File: config.mk
export PLATFORM = sky130hd
export DESIGN_NAME = sfifo_top
export DESIGN_NICKNAME = d
export VERILOG_FILES = /design/src/rtl/sfifo_pkg.sv /design/src/rtl/sfifo_store.sv /design/src/rtl/sfifo_fill_ctl.sv /design/src/rtl/sfifo_drain_ctl.sv /design/src/rtl/sfifo_top.sv
export SDC_FILE = /design/constraint.sdc
export NUM_CORES = 1
export LEC_CHECK = 0
export ABC_AREA = 1
export BUFFER_PORTS_ARGS = -buffer_cell sky130_fd_sc_hd__buf_2
export CAP_MARGIN = 20
export CORE_ASPECT_RATIO = 0.7
export CORE_UTILIZATION = 45
export DETAILED_ROUTE_END_ITERATION = 6
export GPL_TIMING_DRIVEN = 0
export SYNTH_ARGS = -nofsm -noshare
export SYNTH_HDL_FRONTEND = slang
export SYNTH_SLANG_ARGS = --single-unit
File: constraint.sdc
create_clock -name clk_i -period 10.1 [get_ports clk_i]
set_clock_uncertainty 0.2 [all_clocks]
set_input_delay 1.01 -clock clk_i [delete_from_list [all_inputs] [get_ports clk_i]]
set_output_delay 1.01 -clock clk_i [all_outputs]
set_load 0.02 [all_outputs]
File: src/rtl/sfifo_pkg.sv
package sfifo_pkg;
  typedef logic [7:0] bcnt_t;

  function automatic bcnt_t size_bytes(input logic [1:0] code);
    case (code)
      2'd0:    return 8'd1;
      2'd1:    return 8'd2;
      default: return 8'd4;
    endcase
  endfunction

  function automatic bcnt_t burst_beats(input logic [1:0] code);
    case (code)
      2'd0:    return 8'd1;
      2'd1:    return 8'd4;
      2'd2:    return 8'd8;
      default: return 8'd16;
    endcase
  endfunction

  function automatic bcnt_t thr_bytes(input logic [1:0] code, input bcnt_t depth);
    return (depth >> 2) * ({6'd0, code} + 8'd1);
  endfunction
endpackage

File: src/rtl/sfifo_store.sv
module sfifo_store
  import sfifo_pkg::*;
#(
  parameter int DEPTH = 16,
  parameter int LANES = 4,
  localparam int PTR_W = $clog2(DEPTH),
  localparam int LVL_W = $clog2(DEPTH + 1)
) (
  input  logic               clk_i,
  input  logic               rst_ni,
  input  logic               flush_i,
  input  logic               we_i,
  input  bcnt_t              wr_n_i,
  input  logic [LANES*8-1:0] wdata_i,
  input  logic               re_i,
  input  bcnt_t              rd_n_i,
  output logic [LANES*8-1:0] rdata_o,
  output logic [LVL_W-1:0]   level_o
);
  logic [7:0]       mem [DEPTH];
  logic [PTR_W-1:0] wr_ptr, rd_ptr;
  logic [LVL_W-1:0] level;

  always_ff @(posedge clk_i) begin
    if (we_i) begin
      for (int i = 0; i < LANES; i++) begin
        if (bcnt_t'(i) < wr_n_i) mem[wr_ptr + PTR_W'(i)] <= wdata_i[8*i +: 8];
      end
    end
  end

  always_ff @(posedge clk_i or negedge rst_ni) begin
    if (!rst_ni) begin
      wr_ptr <= '0;
      rd_ptr <= '0;
      level  <= '0;
    end else if (flush_i) begin
      wr_ptr <= '0;
      rd_ptr <= '0;
      level  <= '0;
    end else begin
      if (we_i) wr_ptr <= wr_ptr + PTR_W'(wr_n_i);
      if (re_i) rd_ptr <= rd_ptr + PTR_W'(rd_n_i);
      level <= level + (we_i ? LVL_W'(wr_n_i) : '0) - (re_i ? LVL_W'(rd_n_i) : '0);
    end
  end

  // lanes above the drain item size read as zero
  always_comb begin
    for (int i = 0; i < LANES; i++) begin
      rdata_o[8*i +: 8] = (bcnt_t'(i) < rd_n_i) ? mem[rd_ptr + PTR_W'(i)] : 8'h00;
    end
  end

  assign level_o = level;
endmodule

File: src/rtl/sfifo_fill_ctl.sv
module sfifo_fill_ctl
  import sfifo_pkg::*;
#(
  parameter int DEPTH = 16,
  localparam int LVL_W = $clog2(DEPTH + 1)
) (
  input  logic             clk_i,
  input  logic             rst_ni,
  input  logic             flush_i,
  input  logic             passthru_i,
  input  logic [1:0]       size_i,
  input  logic [1:0]       burst_i,
  input  logic [LVL_W-1:0] level_i,
  input  logic             valid_i,
  output logic             ready_o,
  output logic             we_o,
  output bcnt_t            wr_n_o
);
  bcnt_t free, item, beats, need, left;
  logic  active;

  assign free   = bcnt_t'(DEPTH) - bcnt_t'(level_i);
  assign item   = size_bytes(size_i);
  assign beats  = passthru_i ? 8'd1 : burst_beats(burst_i);
  assign need   = item * beats;
  // whole burst must fit before its first beat is taken
  assign ready_o = !flush_i && (free >= item) && (active || free >= need);
  assign we_o    = valid_i && ready_o;
  assign wr_n_o  = item;

  always_ff @(posedge clk_i or negedge rst_ni) begin
    if (!rst_ni) begin
      active <= 1'b0;
      left   <= '0;
    end else if (flush_i) begin
      active <= 1'b0;
      left   <= '0;
    end else if (we_o) begin
      if (active) begin
        left <= left - 8'd1;
        if (left == 8'd1) active <= 1'b0;
      end else if (beats > 8'd1) begin
        active <= 1'b1;
        left   <= beats - 8'd1;
      end
    end
  end
endmodule

File: src/rtl/sfifo_drain_ctl.sv
module sfifo_drain_ctl
  import sfifo_pkg::*;
#(
  parameter int DEPTH = 16,
  localparam int LVL_W = $clog2(DEPTH + 1)
) (
  input  logic             clk_i,
  input  logic             rst_ni,
  input  logic             flush_i,
  input  logic             passthru_i,
  input  logic [1:0]       size_i,
  input  logic [1:0]       burst_i,
  input  logic [1:0]       thr_i,
  input  logic [LVL_W-1:0] level_i,
  input  logic             ready_i,
  output logic             valid_o,
  output logic             last_o,
  output logic             re_o,
  output bcnt_t            rd_n_o
);
  bcnt_t lvl, item, beats, need, thr, left;
  logic  active, armed, go;

  assign lvl   = bcnt_t'(level_i);
  assign item  = size_bytes(size_i);
  assign beats = passthru_i ? 8'd1 : burst_beats(burst_i);
  assign need  = item * beats;
  assign thr   = thr_bytes(thr_i, bcnt_t'(DEPTH));
  // armed keeps draining below the threshold until less than a burst remains
  assign go = !active && (passthru_i ? (lvl >= item)
                                     : ((armed || lvl >= thr) && lvl >= need));
  assign valid_o = !flush_i && (active || go);
  assign last_o  = active ? (left == 8'd1) : (beats == 8'd1);
  assign re_o    = valid_o && ready_i;
  assign rd_n_o  = item;

  always_ff @(posedge clk_i or negedge rst_ni) begin
    if (!rst_ni) begin
      active <= 1'b0;
      armed  <= 1'b0;
      left   <= '0;
    end else if (flush_i) begin
      active <= 1'b0;
      armed  <= 1'b0;
      left   <= '0;
    end else begin
      if (!active) armed <= go;
      if (re_o) begin
        if (active) begin
          left <= left - 8'd1;
          if (left == 8'd1) active <= 1'b0;
        end else if (beats > 8'd1) begin
          active <= 1'b1;
          left   <= beats - 8'd1;
        end
      end
    end
  end
endmodule

File: src/rtl/sfifo_top.sv
module sfifo_top
  import sfifo_pkg::*;
#(
  parameter int DATA_W = 32,
  parameter int DEPTH  = 16
) (
  input  logic              clk_i,
  input  logic              rst_ni,
  input  logic              flush_i,
  input  logic              passthru_i,
  input  logic [1:0]        src_size_i,
  input  logic [1:0]        src_burst_i,
  input  logic [1:0]        dst_size_i,
  input  logic [1:0]        dst_burst_i,
  input  logic [1:0]        fill_thr_i,
  input  logic              in_valid_i,
  output logic              in_ready_o,
  input  logic [DATA_W-1:0] in_data_i,
  output logic              out_valid_o,
  input  logic              out_ready_i,
  output logic [DATA_W-1:0] out_data_o,
  output logic              out_last_o
);
  localparam int LANES = DATA_W / 8;
  localparam int LVL_W = $clog2(DEPTH + 1);

  logic [LVL_W-1:0] level;
  logic             we, re;
  bcnt_t            wr_n, rd_n;

  sfifo_fill_ctl #(.DEPTH(DEPTH)) u_fill (
    .clk_i, .rst_ni, .flush_i, .passthru_i,
    .size_i (src_size_i),
    .burst_i(src_burst_i),
    .level_i(level),
    .valid_i(in_valid_i),
    .ready_o(in_ready_o),
    .we_o   (we),
    .wr_n_o (wr_n)
  );

  sfifo_drain_ctl #(.DEPTH(DEPTH)) u_drain (
    .clk_i, .rst_ni, .flush_i, .passthru_i,
    .size_i (dst_size_i),
    .burst_i(dst_burst_i),
    .thr_i  (fill_thr_i),
    .level_i(level),
    .ready_i(out_ready_i),
    .valid_o(out_valid_o),
    .last_o (out_last_o),
    .re_o   (re),
    .rd_n_o (rd_n)
  );

  sfifo_store #(.DEPTH(DEPTH), .LANES(LANES)) u_store (
    .clk_i, .rst_ni, .flush_i,
    .we_i   (we),
    .wr_n_i (wr_n),
    .wdata_i(in_data_i),
    .re_i   (re),
    .rd_n_i (rd_n),
    .rdata_o(out_data_o),
    .level_o(level)
  );
endmodule

==> results of run 1 <==
placed cells by master, fill, tap and decap left out, types with 4 or more instances in the layout:
cell type	synthesis	routed
nand2_1	659	659
nand3_1	367	367
nor2_1	360	360
inv_1	191	191
o21ai_0	139	139
a21oi_1	130	130
edfxtp_1	128	128
buf_2	36	107
clkbuf_1	77	77
ha_1	68	68
mux2i_1	50	50
nand4_1	34	34
a311oi_1	34	34
dfrtp_1	32	32
buf_1	29	29
o211ai_1	28	28
a31oi_1	27	27
inv_2	19	19
nor3_1	19	19
nand2_2	18	18
clkbuf_16	0	17
nor2_4	14	14
clkinv_1	10	12
nor2_2	11	11
xor2_1	9	9
fa_1	9	9
buf_4	7	7
o21ai_1	6	6
nand3_4	6	6
a211oi_1	4	4
nand2_4	4	4
inv_6	0	4
worst max-delay path: stages:
cell and delay (ns):
buf_2 0.11, nor2_1 0.30, inv_1 0.17, clkbuf_1 0.30, ha_1 0.31, inv_1 0.17, buf_1 0.53, nor2_1 0.15
fa_1 0.60, inv_1 0.07, fa_1 0.44, nor2_1 0.11, a21boi_0 0.09, a211oi_1 0.22, nand2_1 0.12, a21oi_1 0.51
nand3_1 0.30, fa_1 0.61, inv_1 0.07, fa_1 0.45, nor3_1 0.20, a211oi_1 0.08, o21ai_0 0.16, a21oi_1 0.05
per-stage QoR:
| step | area (um2) | power (uW) | hold slack [ns] | setup WS, ns |
|---|---|---|---|---|
| after CTS | 18000 | 3590 | 0.320 | 3.15 |
| after global placement | 17500 | 2940 | 0.297 | 2.75 |
| after detailed placement | 17500 | 2960 | 0.300 | 2.70 |
| after global routing | 18100 | 3860 | 0.358 | 2.55 |
| after floorplan | 16500 | 2210 | 0.252 | 3.81 |
| final | 18100 | 3690 | 0.316 | 3.10 |
per-layer routing:
metal	up-vias	part of all wire [%]
met1	9073	41
met5	-	0.045
met3	345	17
met2	1626	37
met4	6	5.9
li1	8791	-
power by group through the flow:
stage                     Sequential [uW]  Clock, uW  Combinational [uW]
after global routing                  926        659                2270
after global placement                924          0                2020
after detailed placement              927          0                2040
final                                 923        635                2130
after CTS                             913        634                2040
after floorplan                       875          0                1340
sequential cells by signal (all words and copies together) (netlist names):
name and count:
u_drain.left 8, u_store.rd_ptr 4, u_store.wr_ptr 4, u_store.level_o 5, u_fill.active 1, u_drain.active 1
u_fill.left 8, u_store.mem 128, u_drain.armed 1
cell type report:
class | instances | area share, %
Multi-Input combinational cell | 2026 | 57.6
Sequential cell | 160 | 25.7
Inverter | 220 | 4.57
Buffer | 151 | 3.62
Tap cell | 480 | 3.33
Clock buffer | 17 | 2.36
Timing Repair Buffer | 72 | 2.03
Clock inverter | 15 | 0.734
worst paths after layout:
check | slack [ns] | end | depth (start not counted)
min reg2reg | 0.32 | u_drain.armed | 1
min in group asynchronous | 0.44 | u_fill.left[5] | 1
min | 0.32 | u_drain.armed | 1
max in group asynchronous | 8.70 | u_store.rd_ptr[2] | 1
max reg2reg | 5.52 | u_store.level_o[4] | 22
max | 3.10 | u_store.level_o[4] | 24
cells by family (layout without fill, tap and decap cells):
logic type	after synthesis	in the layout	share of synthesized area, %
muxes	50	50	3.03
DFF	160	160	28.1
adders and majority gates	77	77	6.24
and+or+nand+nor	1504	1504	39.7
buffers and inverters	371	475	8.95
AOI/OAI and AO/OA	383	383	13.3
xor gates and xnor gates	12	12	0.636
==> out/qor.txt, run 1 <==
Critical Path Source Type - primary input
RSZ-0062 raised after global routing - no
standard cell core area - 0.0361 mm2
GR Util All Layers - 44.7%
switching share of power - 53.2%
Final GP Congestion - 1.12
synth top area cells - edfxtp_1 (23%), nand2_1 (15%), nand3_1 (11%)
ys flop type - edfxtp_1
most frequent cell after synthesis - nand2_1
leak pwr - 0.00802 uW
Psw - 1960 uW
Pins Over Slew Limit - 0
clock sink count - 160
drt drc - 5
Mean Syn Cell Area - 6.47 um2
Die X - 231 um
GR Util met2 - 57.5%
fraction of layout cells with a size suffix above 1 - 8.68%
Setup crit end kind - flip-flop
gr busiest metal - met1
async set-reset flop share out of synthesis - 20.0%
antenna diode count - 0
area occupied by registers - 0.00464 mm2
post-synth net total - 2682
cell area after synthesis - 0.0165 mm2
final hold vios - 0
Root Buffer - clkbuf_16
Final #Nets - 2773
die area - 0.0375 mm2
Arr. time, crit path - 7.13 ns
FP Rows - 58
Synth top area share - 23.2%
Post-DP HPWL - 65.0 mm
CTS buffer count - 17
fin util - 50.1%
number of synthesized flops with an enable pin - 128
Post-synth top cells - nand2_1 (659), nand3_1 (367), nor2_1 (360)
H-tree lvl count - 4
outcome - finished, violations left
internal power - 1730 uW
WL final - 84.4 mm
Post-CTS Hold Fix Bufs - 0
Worst slew margin - 16.2%
Peak VDD IR - 134 uV
pin count of the biggest net entering global routing - 33
IO buf count - 71
IO Count - 83
synth unique cells - 49
CTS Buffer Depth - 2
Worst Setup Path Type - in2reg
Final ANT Viol Nets - 0
Fillers - 3735
Tmin final - 7.00 ns
Avg Vias per Cell - 6.32
Syn Inst Count - 2557
part of the power in registers - 25.0%
reg2reg start - u_store.level_o[3]
initial drt markers - 3488
antenna violations before repair - 5
vias - 19.8k
initial core utilization - 45.8%
Comb power frac - 57.8%
grt ovf - 0
Clock transition at path regs - 0.07 ns
FF+latch count, synth - 160
Chip Height - 162 um
met1 GRT Util - 62.1%
area delta synth->final - 9.23%
pwr dens - 204 mW/mm2
power share of the clock group - 17.2%
period utilization - 69.3%
CP Max Fanout - 10
Peak Freq - 143 MHz
post-route setup TNS - 0 ns
Avg WL per Cell - 26.9 um
CTS tree - built
Setup-failing EPs final - 0
cell taking the most area after synthesis - edfxtp_1
violations in the final reports - design-rule violations
fin cells - 3141
Worst Max-Slew Pin Slew - 1.26 ns
Required @ worst endpoint - 10.23 ns
CP Launch Point - dst_size_i[0]
Clock Latency Late Sink - 0.46 ns
hold path start - u_drain.armed
Inst Count DP - 3108
combined area of the multi-input logic cells - 0.0104 mm2
vias in the first global route - 17.4k
setup repair bufs after CTS - 0
sequential cell area fraction in the yosys report - 28.1%
first-pass GRT wire length - 120 mm
PostCTS Resize Cnt - 0
met3 usage - 19.5%
Ys Warns - 0
1st-pass router iterations - 7
Hold Crit Class - reg2reg
Max Cap Viol - 0
Note: power is estimated with default switching activity, not from simulation.
==> inputs of run 2 (changes only) <==
==> constraint.sdc (replaced) <==
create_clock -name clk_i -period 6.1 [get_ports clk_i]
set_clock_uncertainty 0.2 [all_clocks]
set_input_delay 0.61 -clock clk_i [delete_from_list [all_inputs] [get_ports clk_i]]
set_output_delay 0.61 -clock clk_i [all_outputs]
set_load 0.02 [all_outputs]
==> out/qor.txt, run 2 (same netlist as run 1, synthesis figures left out) <==
power share of the clock group - 17.2%
part of the power in registers - 24.9%
most frequent cells in the layout - nand2_1 (659), nand3_1 (366), nor2_1 (356)
top flop regs - u_store.mem (128), u_drain.left (8), u_fill.left (8)
Setup-failing EPs final - 0
pin count of the biggest net entering global routing - 33
H-tree lvl count - 4
Avg Vias per Cell - 6.29
Avg WL per Cell - 26.9 um
Setup WS pre-CTS - -0.904 ns
Final GP Congestion - 1.12
Tmin final - 5.73 ns
Chip Height - 162 um
most common library cell in the layout ignoring fill and taps - nand2_1
post-route setup TNS - 0 ns
1st-pass router iterations - 7
Required @ worst endpoint - 6.27 ns
worst hold margin - 0.0470 ns
met2 routed WL - 31.2 mm
CTS tree - built
vias - 19.8k
Post-CTS Hold Fix Bufs - 0
Peak Freq - 175 MHz
standard cell core area - 0.0361 mm2
CTS Buffer Depth - 2
switching share of power - 53.2%
vias in the first global route - 17.4k
Pins Over Slew Limit - 0
FP Rows - 58
antenna diode count - 0
Psw - 3270 uW
WL final - 84.7 mm
IO buf count - 71
Hold Crit Class - in2async
Final #Nets - 2776
RSZ-0062 raised after global routing - yes
pwr dens - 339 mW/mm2
Worst slew margin - 15.8%
Worst Max-Slew Pin Slew - 1.26 ns
Setup crit end kind - flip-flop
drt drc - 16
Final ANT Viol Nets - 0
Max Cap Viol - 0
Post-DP HPWL - 65.0 mm
Peak VDD IR - 221 uV
Fillers - 3730
clock sink count - 160
Final Instance Area - 0.0181 mm2
Largest Register - u_store.mem
Critical Path Source Type - primary input
DR WL met3 - 13.9 mm
grt ovf - 0
die area - 0.0375 mm2
violations in the final reports - design-rule violations
antenna violations before repair - 5
Comb power frac - 57.9%
Worst Setup Path Type - in2reg
Die X - 231 um
fraction of layout cells with a size suffix above 1 - 9.31%
placed standard-cell area - 0.0175 mm2
outcome - finished, violations left
Clock transition at path regs - 0.08 ns
internal power - 2880 uW
leak pwr - 0.00805 uW
Root Buffer - clkbuf_16
setup ws final - 0.374 ns
fin util - 50.3%
final hold vios - 0
Max Used Layer - met5
Clock Latency Late Sink - 0.45 ns
Arr. time, crit path - 5.90 ns
CTS buffer count - 17
GR Util All Layers - 44.7%
period utilization - 93.9%
max FFs per register - 128
IO Count - 83
initial drt markers - 3638
initial core utilization - 45.8%
first-pass GRT wire length - 120 mm
Metal-1 WL - 34.6 mm
CP Max Fanout - 10
area delta synth->final - 9.72%
[run 2: changes by cell type in the layout (fill, tap and decap cells not counted), moves of 2 or more]
cell	delta
buf_4	+4
clkbuf_1	-2
inv_1	-3
inv_2	+2
nor2_1	-4
nor2_2	+2
nor2_4	+2
[run 2: power by group through the flow]
stage / Clock [uW] / Sequential (uW) / Combinational, uW
floorplan: 0 / 1450 / 2220
global placement: 0 / 1530 / 3340
detailed placement: 0 / 1530 / 3370
CTS: 1050 / 1510 / 3390
global route: 1090 / 1530 / 3790
finish: 1060 / 1530 / 3560
[run 2: layer usage]
metal | vias up | global-route usage [%]
li1 | 8795 | -
met1 | 9080 | 61.9
met2 | 1555 | 57.7
met3 | 348 | 19.4
met4 | 8 | 22.7
met5 | - | 0
[run 2: final timing paths]
| path | startpoint | endpoint | slack (ns) | cells after the start |
|---|---|---|---|---|
| worst max-delay path | src_size_i[1] | u_store.level_o[4] | 0.37 | 28 |
| worst min-delay path | rst_ni | u_fill.left[0] | 0.05 | 1 |
| worst max register to register | u_store.level_o[3] | u_store.level_o[4] | 1.65 | 22 |
| worst min register to register | u_drain.armed | u_drain.armed | 0.32 | 1 |
| max in group asynchronous | rst_ni | u_store.rd_ptr[2] | 5.09 | 1 |
| min in group clk_i | u_drain.armed | u_drain.armed | 0.32 | 1 |
[run 2: final cells by class]
cell class | instances | area, um2 | share of cell area, %
plain buffers | 151 | 666 | 3.67
well taps | 480 | 601 | 3.31
multi-input cells | 2026 | 10500 | 57.6
flip-flops and latches | 160 | 4640 | 25.6
repair buffers | 75 | 389 | 2.15
clock buffers | 17 | 425 | 2.35
clock inverters | 15 | 133 | 0.731
inverters | 220 | 828 | 4.57
[run 2: through the flow]
stage	instances	power, uW
final	3144	6140
after global placement	3108	4870
after floorplan	2557	3670
after detailed placement	3108	4910
after CTS	3140	5950
after global routing	3144	6410
[run 2: repair_timing]
action	4_1_cts	5_1_grt
setup endpoints to repair	4	6
resized for setup	6	20
setup buffers	0	3
pin swaps	0	2
endpoints found under the hold margin	0	0
[run 2: worst max-delay path, cell delays in order]
cell and delay, ns:
buf_2 0.13, nor2_4 0.21, inv_2 0.12, ha_2 0.24, inv_4 0.12, nor2_1 0.08, fa_1 0.58, inv_1 0.07
fa_1 0.46, o21ai_0 0.19, a21oi_1 0.10, ha_1 0.30, nand2_1 0.07, nor2_1 0.15, nand4_1 0.12, nand4_1 0.19
nand3_4 0.17, nor2_4 0.20, buf_8 0.21, inv_1 0.13, fa_1 0.52, inv_1 0.05, ha_1 0.28, inv_1 0.10
nor3_1 0.07, a211oi_2 0.18, o21ai_0 0.10, a21oi_1 0.15
